File: src/rtl/bufrdy_pkg.sv
package bufrdy_pkg;

    localparam int FIFO_WORDS_DEF = 256;

    typedef enum logic {
        LANE_WR = 1'b0,
        LANE_RD = 1'b1
    } lane_e;

    typedef struct packed {
        logic flag;
        logic dma_drive;
        logic dma_val;
        logic pend_set;
        logic pend_clr;
        logic stat_clr;
    } lane_ctl_t;

    function automatic logic lane_hit(input lane_e lane, input logic to_host,
                                      input logic empty);
        return (lane == LANE_RD) ? (to_host && !empty) : (!to_host && empty);
    endfunction

endpackage

File: src/rtl/bufrdy_occ.sv
module bufrdy_occ #(
    parameter int FIFO_WORDS = 256,
    parameter int OCC_W      = $clog2(FIFO_WORDS + 1)
) (
    input  logic             clk,
    input  logic             rst,
    input  logic [OCC_W-1:0] words_i,
    output logic             empty_o
);
    assign empty_o = (words_i == '0);

    a_r10_occ_range: assert property (@(posedge clk) disable iff (rst)
        (int'(words_i) <= FIFO_WORDS))
        else $error("occupancy beyond depth");
endmodule

File: src/rtl/bufrdy_lane.sv
module bufrdy_lane
    import bufrdy_pkg::*;
#(
    parameter lane_e LANE = LANE_RD
) (
    input  logic      idle_i,
    input  logic      to_host_i,
    input  logic      empty_i,
    input  logic      dma_mode_i,
    output lane_ctl_t ctl_o
);
    logic hit;
    assign hit = lane_hit(LANE, to_host_i, empty_i);

    always_comb begin
        ctl_o = '0;
        if (idle_i) begin
            ctl_o.pend_clr = 1'b1;
            ctl_o.stat_clr = 1'b1;
        end else if (hit && dma_mode_i) begin
            ctl_o.dma_drive = 1'b1;
            ctl_o.dma_val   = 1'b1;
            ctl_o.pend_clr  = 1'b1;
            ctl_o.stat_clr  = 1'b1;
        end else if (hit) begin
            ctl_o.flag     = 1'b1;
            ctl_o.pend_set = 1'b1;
        end else begin
            ctl_o.dma_drive = 1'b1;
            ctl_o.dma_val   = 1'b0;
            ctl_o.pend_clr  = 1'b1;
            ctl_o.stat_clr  = 1'b1;
        end
    end
endmodule

File: src/rtl/bufrdy_regs.sv
module bufrdy_regs
    import bufrdy_pkg::*;
#(
    parameter int LANES = 2
) (
    input  logic             clk,
    input  logic             rst,
    input  logic             eval_i,
    input  lane_ctl_t        ctl_i [LANES],
    output logic [LANES-1:0] flag_o,
    output logic [LANES-1:0] dma_o,
    output logic [LANES-1:0] pend_set_o,
    output logic [LANES-1:0] pend_clr_o,
    output logic [LANES-1:0] stat_clr_o
);
    for (genvar g = 0; g < LANES; g++) begin : g_lane
        always_ff @(posedge clk) begin
            if (rst) begin
                flag_o[g]     <= 1'b0;
                dma_o[g]      <= 1'b0;
                pend_set_o[g] <= 1'b0;
                pend_clr_o[g] <= 1'b0;
                stat_clr_o[g] <= 1'b0;
            end else if (eval_i) begin
                flag_o[g]     <= ctl_i[g].flag;
                if (ctl_i[g].dma_drive) dma_o[g] <= ctl_i[g].dma_val;
                pend_set_o[g] <= ctl_i[g].pend_set;
                pend_clr_o[g] <= ctl_i[g].pend_clr;
                stat_clr_o[g] <= ctl_i[g].stat_clr;
            end else begin
                pend_set_o[g] <= 1'b0;
                pend_clr_o[g] <= 1'b0;
                stat_clr_o[g] <= 1'b0;
            end
        end

        a_r9_set_clr_excl: assert property (@(posedge clk) disable iff (rst)
            !(pend_set_o[g] && pend_clr_o[g]))
            else $error("set and clear together");
    end

    a_r8_strobe_after_eval: assert property (@(posedge clk) disable iff (rst)
        (|{pend_set_o, pend_clr_o, stat_clr_o}) |-> $past(eval_i))
        else $error("strobe without evaluation");

    a_r8_hold_between: assert property (@(posedge clk) disable iff (rst)
        !$past(eval_i) |-> ($stable(flag_o) && $stable(dma_o)))
        else $error("state moved without evaluation");
endmodule

File: src/rtl/bufrdy_dma_gen.sv
module bufrdy_dma_gen
    import bufrdy_pkg::*;
#(
    parameter int FIFO_WORDS = FIFO_WORDS_DEF,
    parameter int OCC_W      = $clog2(FIFO_WORDS + 1)
) (
    input  logic             clk,
    input  logic             rst,
    input  logic             eval_i,
    input  logic             xfer_active_i,
    input  logic             card_to_host_i,
    input  logic             dma_mode_i,
    input  logic [OCC_W-1:0] fifo_words_i,
    output logic             rd_avail_o,
    output logic             wr_space_o,
    output logic             dma_rd_req_o,
    output logic             dma_wr_req_o,
    output logic [1:0]       evt_pend_set_o,
    output logic [1:0]       evt_pend_clr_o,
    output logic [1:0]       evt_stat_clr_o
);
    localparam int LANES = 2;

    logic             empty;
    logic             idle;
    lane_ctl_t        ctl [LANES];
    logic [LANES-1:0] flag;
    logic [LANES-1:0] dma;

    bufrdy_occ #(.FIFO_WORDS(FIFO_WORDS), .OCC_W(OCC_W)) u_occ (
        .clk     (clk),
        .rst     (rst),
        .words_i (fifo_words_i),
        .empty_o (empty)
    );

    assign idle = !xfer_active_i && empty;

    for (genvar g = 0; g < LANES; g++) begin : g_dec
        bufrdy_lane #(.LANE(lane_e'(g))) u_lane (
            .idle_i     (idle),
            .to_host_i  (card_to_host_i),
            .empty_i    (empty),
            .dma_mode_i (dma_mode_i),
            .ctl_o      (ctl[g])
        );
    end

    bufrdy_regs #(.LANES(LANES)) u_regs (
        .clk        (clk),
        .rst        (rst),
        .eval_i     (eval_i),
        .ctl_i      (ctl),
        .flag_o     (flag),
        .dma_o      (dma),
        .pend_set_o (evt_pend_set_o),
        .pend_clr_o (evt_pend_clr_o),
        .stat_clr_o (evt_stat_clr_o)
    );

    assign rd_avail_o   = flag[LANE_RD];
    assign wr_space_o   = flag[LANE_WR];
    assign dma_rd_req_o = dma[LANE_RD];
    assign dma_wr_req_o = dma[LANE_WR];

    a_r9_flags_excl: assert property (@(posedge clk) disable iff (rst)
        $onehot0({rd_avail_o, wr_space_o}))
        else $error("both buffer flags high");

    a_r9_dma_excl: assert property (@(posedge clk) disable iff (rst)
        $onehot0({dma_rd_req_o, dma_wr_req_o}))
        else $error("both DMA lines high");

    a_r4_dma_rise_clears: assert property (@(posedge clk) disable iff (rst)
        $rose(dma_rd_req_o) |-> (!rd_avail_o && evt_pend_clr_o == 2'b11))
        else $error("read DMA raised without clearing");

    a_r6_dma_rise_clears: assert property (@(posedge clk) disable iff (rst)
        $rose(dma_wr_req_o) |-> (!wr_space_o && evt_stat_clr_o == 2'b11))
        else $error("write DMA raised without clearing");

    a_r1_reset_quiet: assert property (@(posedge clk)
        $past(rst) |-> !(rd_avail_o || wr_space_o || dma_rd_req_o || dma_wr_req_o))
        else $error("state after reset not clear");
endmodule

File: config.mk
export PLATFORM = sky130hd
export DESIGN_NAME = bufrdy_dma_gen
export DESIGN_NICKNAME = d
export VERILOG_FILES = /design/src/rtl/bufrdy_pkg.sv /design/src/rtl/bufrdy_occ.sv /design/src/rtl/bufrdy_lane.sv /design/src/rtl/bufrdy_regs.sv /design/src/rtl/bufrdy_dma_gen.sv
export SDC_FILE = /design/constraint.sdc
export NUM_CORES = 1
export LEC_CHECK = 0
export BUFFER_PORTS_ARGS = -buffer_cell sky130_fd_sc_hd__buf_2
export CORE_AREA = 2 2 39 41
export DETAILED_ROUTE_END_ITERATION = 10
export DIE_AREA = 0 0 41 43
export GPL_TIMING_DRIVEN = 1
export PLACE_DENSITY = 0.75
export SLEW_MARGIN = 25
export SYNTH_ARGS = -nofsm -noshare
export SYNTH_HDL_FRONTEND = slang
export SYNTH_HIERARCHICAL = 1
export SYNTH_SLANG_ARGS = --single-unit
File: constraint.sdc
create_clock -name clk -period 2.3 [get_ports clk]
set_clock_uncertainty 0.15 [all_clocks]
set_input_delay 0.46 -clock clk [delete_from_list [all_inputs] [get_ports clk]]
set_output_delay 0.46 -clock clk [all_outputs]
set_load 0.05 [all_outputs]
==> summary.txt <==
Status
  • Outcome: finished, final reports clean

Detailed routing
  • Per-cell via count in the routed design: roughly 4.7
  • Total wire length after detailed routing: approximately 860 um
  • Drc violations: 0
  • Number of DRC markers after the initial detailed-route iteration: 7
  • DR pass1 iterations: 4
  • Number of vias after detailed routing: roughly 400
  • Number of nets still failing antenna checks after routing: 0
  • Routed WL per cell: 9.953 um

Worst setup path
  • Slowest-stage cell, CP: sky130_fd_sc_hd__or4_4
  • Critical Path End Type: flip-flop
  • CP delay by family, top: simple AND/OR/NAND/NOR gates
  • Count of buffer and inverter cells on the critical path: 1
  • Cell-by-cell trace of the critical path: buf_2 > or4_4 > nor4_4 > or4b_4 > and2_1
  • Critical path required time: roughly 2300 ps
  • Crit Path Max Fanout: 5
  • Critical path class: in2reg
  • Worst setup SP type: input pin
  • Critical Path AT: about 2100 ps
  • Slowest cell delay on critical path: around 530 ps

Cells and area
  • Antenna cells: 0
  • Fillcell total: 129
  • Area used by multi-input combinational logic: between 200 and 250 um^2
  • Area growth, synth to finish: 32.12%
  • Combined flip-flop and latch cell area: about 200 um^2
  • Final design utilization: about 46%
  • Fraction of final layout cells with drive strength greater than 1: between 50 and 60%
  • Final instance count without filler cells: 86
  • Final-stage net count: 86

STA
  • Final slew viol count: 0
  • Maximum clock rate: 482.7 MHz
  • Worst-margin pin slew: slightly below 300 ps
  • Final cycle utilization of the critical path: 90.07%
  • Count of endpoints failing hold in the final timing report: 0
  • Slew Limit Headroom: 80.22%
  • Final number of setup-violating endpoints: 0
  • Worst hold slack across all endpoints: approximately 300 ps
  • RSZ-0062 raised after global routing: no
  • Crit path time final: ~2100 ps

Yosys
  • Number of enable flip-flop cells after synthesis: 0
  • Number of cells produced by synthesis: between 40 and 50
  • Syn avg cell area: 10.50 um^2
  • Synthesized netlist net count: ~60
  • Share of the synthesized area in the top cell type: about two fifths
  • Warning count from the yosys run: 6
  • FFs w/ async S/R, synth: 0%
  • Cell accounting for the most synthesized area: sky130_fd_sc_hd__dfxtp_1
  • Top cells by count, synth: sky130_fd_sc_hd__dfxtp_1, sky130_fd_sc_hd__and2_1, sky130_fd_sc_hd__buf_4, sky130_fd_sc_hd__nor2_1
  • Cell with the most instances after synthesis: sky130_fd_sc_hd__dfxtp_1
  • Main flop type after synthesis: sky130_fd_sc_hd__dfxtp_1
  • Synth Register Bits: 10
  • Area of the mapped netlist: roughly 480 um^2
  • Fraction of the yosys area taken by sequential cells: approximately two fifths
  • Biggest area contributors in the synthesized netlist: sky130_fd_sc_hd__dfxtp_1, sky130_fd_sc_hd__and2_1, sky130_fd_sc_hd__buf_4, sky130_fd_sc_hd__nor2b_4, sky130_fd_sc_hd__or4b_4
  • Count of different cell masters after synthesis: 17

Place
  • Port bufs: 24
  • Placed cell count: 82
  • Detailed-placement wirelength estimate: 699.4 um
  • Final estimated routing congestion in global placement: 0.6390

Pwr
  • Worst-case vdd ir drop: about 0.29 mV
  • Pwr Density: 614.4 nW/um^2
  • Static Leak: approximately 0.31 nW

Floorplanning
  • Die Outline Area: between 1500 and 2000 um^2
  • Std cell rows: 14
  • Horiz. Die Dim: roughly 40 um
  • Height of the die: 43 um
  • Top-level I/O count: 25
  • Starting density of the core: about a third
  • Core ar.: 1384 um^2

Clock network
  • Post-CTS Setup Repair Bufs: 0
  • Deepest clock path buffer count: 2
  • Clock Sink Count: 10
  • CTS HTree Levels: 1
  • Clock tree from TritonCTS: done
  • Post-cts gate resize count: 0
  • Source-to-sink clock delay at the later pin of the worst-skew pair: around 260 ps
  • Hold buffer count at CTS: 0
  • Root Driver: sky130_fd_sc_hd__clkbuf_4
  • CTS clk-pin slew, worst paths: ~70 ps
  • Number of buffers added by the clock tree synthesis step: 3

Global routing
  • Largest net degree at the start of global routing: 8
  • Antenna violations before repair: 0
  • Total Routing Usage GR: between 10 and 15%
  • First-pass GRT wire length: ~1.3 mm
  • Number of global-route vias before repair: about 340
  • Overflow left after global routing: 0

Run
  • Max-cap check violation count: 0

Hold path
  • Hold WC Path Type: in2reg
[registers in the layout (all words and copies together), names as in the netlist]
register,flops
u_regs/flag_o,2
u_regs/pend_set_o,2
u_regs/stat_clr_o,2
u_regs/dma_o,2
u_regs/pend_clr_o,2
[worst reg2reg max path: cells and delay by family, from the launching register on]
family	cells	cell delay, ps
flops	1	320
compound gates	2	320
[logic make-up (layout without fill, tap and decap cells)]
logic type / Yosys count / after routing / synth area share, %
buffers and inverters: 7 / 31 / 10.10
and+or+nand+nor: 23 / 23 / 38.08
DFF: 10 / 10 / 41.45
AOI/OAI and AO/OA: 4 / 4 / 6.218
muxes: 2 / 2 / 4.145
[where the power goes]
part / leakage [nW] / internal [mW] / switching (mW)
Clock: 0.0210 / 0.0959 / 0.0571
Sequential: 0.0818 / 0.179 / 0.00129
Combinational: 0.205 / 0.0218 / 0.0372
[through the flow]
stage	power [mW]	setup slack, ps	TNS (ps)	area (um^2)
2_1_floorplan	0.2238	-22.36	-26.28	495.5
3_3_place_gp	0.2419	-18.94	-40.92	601.8
3_5_place_dp	0.2434	-54.44	-164.0	601.8
4_1_cts	0.4006	224.7	0	638.1
5_1_grt	0.4160	180.0	0	638.1
6_report	0.3920	228.4	0	638.1
[final timing paths]
| path | start | to | slack [ps] | depth (start not counted) |
|---|---|---|---|---|
| worst max-delay path | fifo_words_i[4] | u_regs/stat_clr_o[0] | 230 | 5 |
| worst min-delay path | rst | u_regs/flag_o[0] | 300 | 2 |
| worst max register to register | u_regs/dma_o[0] | u_regs/dma_o[0] | 1430 | 2 |
| worst min register to register | u_regs/flag_o[1] | u_regs/flag_o[1] | 340 | 2 |
[area by class of cell]
cell class / instances / area share [%]
multi-input combinational: 29 / 38.63
tap: 16 / 3.137
sequential: 10 / 31.37
timing repair buffer: 25 / 20.00
inverter: 2 / 1.176
clock buffer: 4 / 5.686
[layer usage]
metal / part of all wire (%) / track usage [%] / vias to the layer above
met5: 0 / 0 / -
met4: 0.47 / 6.000 / 0
met3: 7.0 / 6.283 / 2
met2: 50 / 15.94 / 12
met1: 43 / 12.94 / 184
li1: - / - / 205
[layout by cell type, fill, tap and decap left out]
cell and n:
sky130_fd_sc_hd__nor3b_1 2, sky130_fd_sc_hd__clkbuf_8 1, sky130_fd_sc_hd__dfxtp_1 10, sky130_fd_sc_hd__nand3_1 2
sky130_fd_sc_hd__buf_2 24, sky130_fd_sc_hd__or4b_4 2, sky130_fd_sc_hd__and2_1 6, sky130_fd_sc_hd__buf_4 1
sky130_fd_sc_hd__a21oi_1 2, sky130_fd_sc_hd__nor2b_4 2, sky130_fd_sc_hd__nor2_1 4, sky130_fd_sc_hd__or3_1 1
sky130_fd_sc_hd__inv_2 2, sky130_fd_sc_hd__nor4_4 1, sky130_fd_sc_hd__or4_4 1, sky130_fd_sc_hd__clkbuf_4 3
sky130_fd_sc_hd__a21bo_1 2, sky130_fd_sc_hd__and4bb_2 2, sky130_fd_sc_hd__mux2i_1 2
Note: power is estimated with default switching activity, not from simulation.
